$ cat src/rtl/tag_dir.sv
module tag_dir #(
  parameter int ADDR_W  = 32,
  parameter int IDX_LSB = 6,
  parameter int SETS    = 8,
  parameter int WAYS    = 4,
  parameter int CTX_W   = 4
) (
  input  logic              clk,
  input  logic              rst_n,
  input  logic              req_valid,
  output logic              req_ready,
  input  logic [3:0]        req_cmd,
  input  logic [ADDR_W-1:0] req_addr,
  input  logic [1:0]        req_kind,
  input  logic [1:0]        req_perm,
  input  logic [CTX_W-1:0]  req_ctx,
  input  logic              req_touch,
  output logic              resp_valid,
  output logic              resp_hit,
  output logic [$clog2(WAYS)-1:0] resp_way,
  output logic              resp_grant,
  output logic [ADDR_W-1:0] resp_addr,
  output logic              err
);
  localparam int SET_W = $clog2(SETS);
  localparam int WAY_W = $clog2(WAYS);
  localparam logic [1:0] P_NP = 2'd0, P_INV = 2'd1, P_RO = 2'd2, P_RW = 2'd3;

  logic [ADDR_W-1:0] tag_q  [SETS][WAYS];
  logic              vld_q  [SETS][WAYS];
  logic [1:0]        perm_q [SETS][WAYS];
  logic              lkv_q  [SETS][WAYS];
  logic [CTX_W-1:0]  own_q  [SETS][WAYS];
  logic [WAY_W-1:0]  rank_q [SETS][WAYS];

  function automatic logic [WAY_W-1:0] lowest(input logic [WAYS-1:0] v);
    lowest = '0;
    for (int i = WAYS - 1; i >= 0; i--)
      if (v[i]) lowest = i[WAY_W-1:0];
  endfunction

  logic [SET_W-1:0] set_i;
  logic [WAYS-1:0]  tm, pm, fr, lr;
  assign set_i = req_addr[IDX_LSB +: SET_W];
  assign req_ready = 1'b1;

  always_comb begin
    for (int w = 0; w < WAYS; w++) begin
      tm[w] = vld_q[set_i][w] && (tag_q[set_i][w] == req_addr);
      pm[w] = tm[w] && (perm_q[set_i][w] != P_NP);
      fr[w] = !vld_q[set_i][w] || (perm_q[set_i][w] == P_NP);
      lr[w] = (rank_q[set_i][w] == WAY_W'(WAYS - 1));
    end
  end

  logic present, any, free, avail;
  logic [WAY_W-1:0] pway, away, fway, vway, wsel;
  assign present = |pm;
  assign any     = |tm;
  assign free    = |fr;
  assign avail   = any || free;
  assign pway    = lowest(pm);
  assign away    = lowest(tm);
  assign fway    = lowest(fr);
  assign vway    = lowest(lr);

  always_comb begin
    case (req_cmd)
      4'd1, 4'd9: wsel = away;
      4'd3:       wsel = fway;
      4'd5:       wsel = vway;
      default:    wsel = pway;
    endcase
  end

  logic [ADDR_W-1:0] cur_tag;
  logic [1:0]        cur_perm;
  logic              cur_lkv;
  logic [CTX_W-1:0]  cur_own;
  assign cur_tag  = tag_q[set_i][wsel];
  assign cur_perm = perm_q[set_i][wsel];
  assign cur_lkv  = lkv_q[set_i][wsel];
  assign cur_own  = own_q[set_i][wsel];

  logic o_hit, o_grant, o_err, wr_en, n_vld, n_lkv, t_en;
  logic [WAY_W-1:0]  o_way, t_way;
  logic [ADDR_W-1:0] o_addr, n_tag;
  logic [1:0]        n_perm;
  logic [CTX_W-1:0]  n_own;

  always_comb begin
    o_hit = present; o_way = pway; o_grant = 1'b0; o_err = 1'b0; o_addr = '0;
    wr_en = 1'b0; n_vld = 1'b1; n_tag = cur_tag; n_perm = cur_perm;
    n_lkv = cur_lkv; n_own = cur_own; t_en = 1'b0; t_way = pway;
    case (req_cmd)
      4'd0: begin
        o_grant = present && (cur_perm == P_RW || (cur_perm == P_RO && req_kind != 2'd2));
        t_en = present;
      end
      4'd1: begin o_hit = any; o_way = away; end
      4'd2: o_grant = avail;
      4'd3: begin
        o_way = fway;
        if (present || !free) o_err = 1'b1;
        else begin
          o_grant = 1'b1; wr_en = 1'b1; n_tag = req_addr; n_perm = P_INV;
          n_lkv = 1'b0; n_own = '0; t_en = req_touch; t_way = fway;
        end
      end
      4'd4: begin
        if (!present) o_err = 1'b1;
        else begin o_grant = 1'b1; wr_en = 1'b1; n_vld = 1'b0; end
      end
      4'd5: begin
        o_way = vway;
        if (avail) o_err = 1'b1;
        else begin o_grant = 1'b1; o_addr = cur_tag; end
      end
      4'd6, 4'd7: begin
        if (!present) o_err = 1'b1;
        else begin
          o_grant = 1'b1; wr_en = 1'b1;
          n_lkv = (req_cmd == 4'd6); n_own = (req_cmd == 4'd6) ? req_ctx : '0;
        end
      end
      4'd8: begin
        if (!present) o_err = 1'b1;
        else o_grant = cur_lkv && (cur_own == req_ctx);
      end
      4'd9: begin
        o_hit = any; o_way = away;
        if (!any) o_err = 1'b1;
        else begin o_grant = 1'b1; wr_en = 1'b1; n_perm = req_perm; end
      end
      default: o_err = 1'b1;
    endcase
  end

  always_ff @(posedge clk or negedge rst_n) begin
    if (!rst_n) begin
      for (int s = 0; s < SETS; s++)
        for (int w = 0; w < WAYS; w++) begin
          tag_q[s][w]  <= '0;
          vld_q[s][w]  <= 1'b0;
          perm_q[s][w] <= P_NP;
          lkv_q[s][w]  <= 1'b0;
          own_q[s][w]  <= '0;
          rank_q[s][w] <= w[WAY_W-1:0];
        end
    end else if (req_valid) begin
      if (wr_en) begin
        tag_q[set_i][wsel]  <= n_tag;
        vld_q[set_i][wsel]  <= n_vld;
        perm_q[set_i][wsel] <= n_perm;
        lkv_q[set_i][wsel]  <= n_lkv;
        own_q[set_i][wsel]  <= n_own;
      end
      if (t_en)
        for (int w = 0; w < WAYS; w++) begin
          if (w == int'(t_way)) rank_q[set_i][w] <= '0;
          else if (rank_q[set_i][w] < rank_q[set_i][t_way])
            rank_q[set_i][w] <= rank_q[set_i][w] + 1'b1;
        end
    end
  end

  always_ff @(posedge clk or negedge rst_n) begin
    if (!rst_n) begin
      resp_valid <= 1'b0; resp_hit <= 1'b0; resp_way <= '0;
      resp_grant <= 1'b0; resp_addr <= '0; err <= 1'b0;
    end else begin
      resp_valid <= req_valid;
      resp_hit   <= req_valid && o_hit;
      resp_way   <= req_valid ? o_way : '0;
      resp_grant <= req_valid && o_grant;
      resp_addr  <= req_valid ? o_addr : '0;
      err        <= err || (req_valid && o_err);
    end
  end
endmodule

$ cat config.mk
export PLATFORM = sky130hd
export DESIGN_NAME = tag_dir
export DESIGN_NICKNAME = d
export VERILOG_FILES = /design/src/rtl/tag_dir.sv
export SDC_FILE = /design/constraint.sdc
export NUM_CORES = 2
export LEC_CHECK = 0
export BUFFER_PORTS_ARGS = -buffer_cell sky130_fd_sc_hd__buf_2
export CORE_MARGIN = 3
export CORE_UTILIZATION = 30
export CTS_CLUSTER_DIAMETER = 100
export DETAILED_ROUTE_END_ITERATION = 16
export PLACE_DENSITY = 0.44
export REMOVE_ABC_BUFFERS = 1
export SYNTH_ARGS = -nofsm -noshare
export SYNTH_HDL_FRONTEND = slang
export SYNTH_SLANG_ARGS = --single-unit
$ cat constraint.sdc
create_clock -name clk -period 4.3 [get_ports clk]
set_input_delay 0.215 -clock clk [delete_from_list [all_inputs] [get_ports clk]]
set_output_delay 0.215 -clock clk [all_outputs]
set_load 0.1 [all_outputs]
* Yosys cells after proc, flatten, opt, wreduce, memory -nomap -nowiden
Cells that the tools add are included.
Word-level totals: flip-flop bits (word level) 1382, bits of input ports 48, logic and storage cells 426
Operators by class: $add $sub $neg 4, $lt $le $gt $ge 9, eq/ne operators 24, muxes and demuxes 131, bitwise gates (word level) 11, reduce and logical (&&, ||, !) cells 49
Operator list (number):
- bitwise mux 1024 bit | 1
- two-way mux 64 bit | 14
- binary-select mux 128 bit (select 3 bit) | 1
- demux 128 bit (select 3 bit) | 1
- two-way mux 128 bit | 3
- bitwise mux 64 bit | 5
- AND 64 bit | 4
- two-way mux 32 bit | 8
- inverter 64 bit | 4
- bitwise mux 128 bit | 1
- == test 32 bit | 4
- demux 8 bit (select 3 bit) | 5
- binary-select mux 32 bit (select 2 bit) | 1
- bitwise mux 32 bit | 2
- demux 32 bit (select 2 bit) | 1
- two-way mux 2 bit | 27
- binary-select mux 16 bit (select 3 bit) | 1
- binary-select mux 8 bit (select 3 bit) | 2
- demux 16 bit (select 3 bit) | 1
- two-way mux 16 bit | 3
- two-way mux 4 bit | 12
- two-way mux 8 bit | 6
- binary-select mux 4 bit (select 3 bit) | 2
- two-way mux 1 bit | 17
- 42 further kinds | 102

* Longest topological paths before layout
depth after elaboration 35, gate-level depth with buffers 29, gate-level depth less buffers 16

* Worst setup path after synthesis
Ideal clock, no wire load.
kind input -> register, start point input req_addr[8], end point register lkv_q[19] (netlist name), arrival 5.854 ns, path slack -1.678 ns, stages on the path 27, cell sequence buf_2 -> buf_4 -> buf_2 -> buf_2 -> buf_2 -> buf_2 -> buf_2 -> buf_1 -> clkbuf_1 -> clkbuf_1 -> mux2i_1 -> nor2_1 -> a21oi_1 -> o221ai_1 -> ha_1 -> a21oi_1 -> o32a_1 -> o21ai_0 -> a2bb2oi_1 -> a31oi_1 -> buf_4 -> buf_4 -> buf_4 -> nand4_2 -> nor3_2 -> buf_4 -> mux2_2
On the way: cells in the longest elaborated chain, start to end 20
RTL lines:
- from (decl) | RTL line 13 | input logic [ADDR_W-1:0] req_addr,
- inverter 3 -> 4 bit (implied by the code)
- binary-select mux 128 bit (select 3 bit) | RTL line 49 | tm[w] = vld_q[set_i][w] && (tag_q[set_i][w] == req_addr);
- two-way mux 128 bit (implied by the code) (2 in series) | RTL line 49
- == test 32 bit | RTL line 49
- logical AND 1 bit | RTL line 49
- logical AND 1 bit | RTL line 50 | pm[w] = tm[w] && (perm_q[set_i][w] != P_NP);
- two-way mux 2 bit (4 in series) | RTL line 39 | if (v[i]) lowest = i[WAY_W-1:0];
- one-hot mux 2 bit (3 select lines)
- inverter 2 -> 3 bit (implied by the code) | RTL line 82, 155
- greater-or-equal comparator 3 bit (implied by the code) / < comparator 3 x 1 -> 1 bit (equally long branches) | RTL line 155 | lkv_q[set_i][wsel] <= n_lkv;
- logical AND 1 bit (implied by the code) | RTL line 155
- two-way mux 1 bit (implied by the code) | RTL line 155
- demux 1 bit (select 2 bit) | RTL line 155
- two-way mux 4 bit (implied by the code) | RTL line 155
- demux 4 bit (select 3 bit) | RTL line 155
- bitwise mux 32 bit | RTL line 155
- to (signal, indexed assignment) | RTL line 155
- to (decl) | RTL line 32 | logic lkv_q [SETS][WAYS];
Several ways; a longest one is shown, not always the timed one. The select of a mux whose other input is x is not followed. A chain may end at the register's enable or synchronous reset.

* Worst setup path after layout
start point register tag_q[281] (netlist name), end point register tag_q[530] (netlist name)
On the way: cells in the longest elaborated chain, start to end 19
RTL lines:
- from (decl) | RTL line 29 | logic [ADDR_W-1:0] tag_q [SETS][WAYS];
- from (signal, indexed assignment) | RTL line 152 | tag_q[set_i][wsel] <= n_tag;
- binary-select mux 128 bit (select 3 bit) * | RTL line 49
- two-way mux 128 bit * (2 in series)
- == test 32 bit * | RTL line 49
- logical AND 1 bit * | RTL line 49
- logical AND 1 bit | RTL line 50
- two-way mux 2 bit (4 in series) | RTL line 39
- one-hot mux 2 bit (3 select lines)
- inverter 2 -> 3 bit (implied by the code) | RTL line 80, 152
- greater-or-equal comparator 3 bit (implied by the code) / < comparator 3 x 1 -> 1 bit (equally long branches) | RTL line 152
- logical AND 1 bit (implied by the code) | RTL line 152
- two-way mux 32 bit (implied by the code) | RTL line 152
- demux 32 bit (select 2 bit) | RTL line 152
- two-way mux 128 bit (implied by the code) | RTL line 152
- demux 128 bit (select 3 bit) | RTL line 152
- bitwise mux 1024 bit | RTL line 152
Every way passes the cells marked *; elsewhere a longest branch is shown, timed or not. The select of a mux whose other input is x is not followed.

==> impl_results.md <==
* Outcome: complete, but fails checks
* Failing checks: setup timing
* DR WL/cell at 31.62 um
* Most frequent cells in the layout: dfrtp_1, mux2_2, buf_4
* Initial Util at 0.3023
* Worst-Margin Slew at 1.003 ns
* Clk root buf: clkbuf_16
* Sw Ratio at 0.2577
* Vias/cell at 5.290
* Full die area at 227300 sq um
* Pwr dens at 347.8 nW/um^2
* Cts bufs inserted at 164
* Drt total wl at 285.8 mm
* NetSw at 7.960 mW
* Mapped cell area at 66490 sq um
* Pre-antenna DRT Iters at 6
* Static leakage at 43.09 nW
* Cells after Synth at 5016
* Clock Path Buffers at 3
* Final Power at 30.89 mW
* Io pins at 87
* Vias at 47820
* CTS H-Tree Depth at 4
* Skew-Pair Late Insertion Delay at 0.84 ns
* DP HPWL at 184.1 mm
* Total GRT Usage at 0.2346
* Final WS setup at -1.068 ns
* Final RePlAce weighted congestion at 0.9015
* Dpl cells at 8555
* RSZ-0062 raised after global routing: true
* Final Hold Viols at 0
* Antenna violations before repair at 13
* Setup TNS at -1141.50 ns
* Global-route wire length before repair at 382.8 mm
* PortBufs at 85
* Filler-free cell count of the finished design at 9039
* Ratio of cells with drive above 1 in the final layout at 0.5172
* Startpoint types: register
* Post-synthesis sequential area ratio at 0.5208
* WS Path Type: reg -> reg
* Remaining Overflow, GRT at 0
* Clock sinks at 1382
* Commonest non-fill, non-tap cell in the layout: dfrtp_1
* Worst Hold Class: in -> reg
* Clock share of power at 0.476
* Layout Nets at 6000
* Max_slew headroom at 0.3315
* Worst Hold Margin at 0.07966 ns
* CP Capture Type: register
* Max frequency at 186.3 MHz
* Max Cap Violations at 0
* Seq pwr share at 0.428
* Final Cycle Share at 1.248
* Setup-failing EPs final at 1379
* Initial drt markers at 4038
* Final ANT Viol Nets at 0
* Critical path peak fanout at 19
* Slew Viols, Final at 0
* CP Data Required Time at 5.00 ns
* Synth area leaders: dfrtp_1, mux2_2, mux4_2
* Largest net degree at the start of global routing at 162
* Avg Inst Size Synth at 13.25 sq um
* Tmin final at 5.368 ns
* Final setup skew at 0.06641 ns
* Primary FF master, synth: dfrtp_1
* Async S/R FF share, synth at 1.000
* Synth warn at 0
* CTS tree: built
* Clock transition at path regs at 0.06 ns
* Worst path arrival time at 6.06 ns
* Gate power share at 0.096
* Post-Place Worst Slack at -3.134 ns
* Number of enable flip-flop cells after synthesis at 0
* DR DRC count at 0
* Core area at 219900 sq um
* Die height at 476.8 um
* Worst vdd ir at 344.6 uV
* Cell variety after synth at 96
* FP Rows at 172
* P_int at 22.93 mW
* Synth top area share at 0.5081
* Area growth, synth to finish at 33.57%
* Vias in the first global route at 48430
* FF+latch count, synth at 1382
* Die W at 476.8 um
* Biggest area consumer among synthesized cells: dfrtp_1
## logic make-up after synthesis
family	count (synthesis)	share of synthesized area
AOI/OAI and AO/OA	602	0.06310
muxes	1690	0.3065
buffers and inverters	522	0.03824
adders and majority gates	8	0.001506
DFF	1382	0.5208
other	1	0.00005640
and+or+nand+nor	714	0.05706
xor gates and xnor gates	97	0.01278
## per-layer routing
metal / part of all wire / wire [um] / global-route usage
met3: 0.063 / 18060 / 0.03654
met5: 0 / 0 / 0
met1: 0.44 / 126800 / 0.3286
met2: 0.46 / 131100 / 0.3776
met4: 0.035 / 9881 / 0.06196
## power groups by stage
stage / sequential, mW / combinational [mW] / clock, mW
after floorplan: 13.4 / 0.881 / 0
after global placement: 13.5 / 2.80 / 0
after detailed placement: 13.5 / 2.81 / 0
after CTS: 13.2 / 2.91 / 15.0
after global routing: 13.2 / 3.12 / 15.6
final: 13.2 / 2.96 / 14.7
## worst paths after layout
path / startpoint / endpoint / slack, ns / cells past startpoint
worst max-delay path: tag_q[281] / tag_q[530] / -1.07 / 19
worst min-delay path: req_cmd[2] / resp_grant / 0.08 / 5
worst max register to register: tag_q[281] / tag_q[530] / -1.07 / 19
worst min register to register: err / err / 0.45 / 1
max in group asynchronous: rst_n / tag_q[562] / 2.57 / 4
min in group asynchronous: rst_n / own_q[59] / 0.51 / 3
## Yosys cell counts (all sizes together), types with 9 or more instances
cell type  number
a22oi          76
and2           60
o22ai          63
o211ai         20
o21ai         124
mux2i         249
nand2         152
and3           13
inv            65
mux4          147
xnor2          61
o31ai           9
xor2           36
nor2          177
or2            32
o221ai         10
nand4          38
dfstp          32
nand3          39
a211o          17
a221o          19
mux2         1294
clkbuf        153
dfrtp        1350
a221oi         58
or3            17
a21oi         110
and4           10
buf           303
nor4           17
a211oi         10
nand2b         53
a21o           18
nor3           30
nor2b          36
## layout make-up
type	instances	area, sq um
Sequential cell	1382	34620
Fill cell	20860	131100
Clock buffer	230	4713
Inverter	66	252.7
Clock inverter	67	967.2
Antenna cell	6	15.01
Tap cell	2958	3701
Multi-Input combinational cell	3113	31220
Timing Repair Buffer	1217	13310
## flip-flops by register name, indices dropped and copies added (netlist names)
signal      count
tag_q        1024
own_q         128
perm_q         64
rank_q         64
lkv_q          32
resp_addr      32
vld_q          32
resp_way        2
err             1
resp_grant      1
resp_hit        1
resp_valid      1
## critical path, stage by stage, from the launching register on
cell and delay [ns]:
dfrtp_1 0.38, mux4_2 0.46, mux2i_1 0.18, buf_4 0.18, xor2_4 0.19, nand3b_1 0.27, or4_4 0.58, buf_6 0.14
or3b_4 0.40, o32ai_4 0.16, buf_6 0.18, a211oi_4 0.04, o32a_1 0.39, buf_4 0.16, a21oi_4 0.16, nand3b_1 0.11
buf_6 0.13, or3_4 0.50, buf_12 0.23, mux2_1 0.35
## stage by stage
| step | util | cell area (sq um) |
|---|---|---|
| 2_1_floorplan | - | 64190 |
| 3_3_place_gp | 0.3565 | 78410 |
| 3_5_place_dp | 0.3565 | 78410 |
| 4_1_cts | 0.3935 | 86550 |
| 5_1_grt | 0.4037 | 88790 |
| 6_report | 0.4038 | 88800 |
## repair_timing
item                       4_1_cts  5_1_grt
setup endpoints to repair     1381     1380
setup buffers                   58       66
pin swaps                       25       43
hold endpoints to repair       682        0
gates resized for setup        316      208
hold buffers                     8        0
cloned                          16       43
Note: power is estimated with default switching activity, not from simulation.
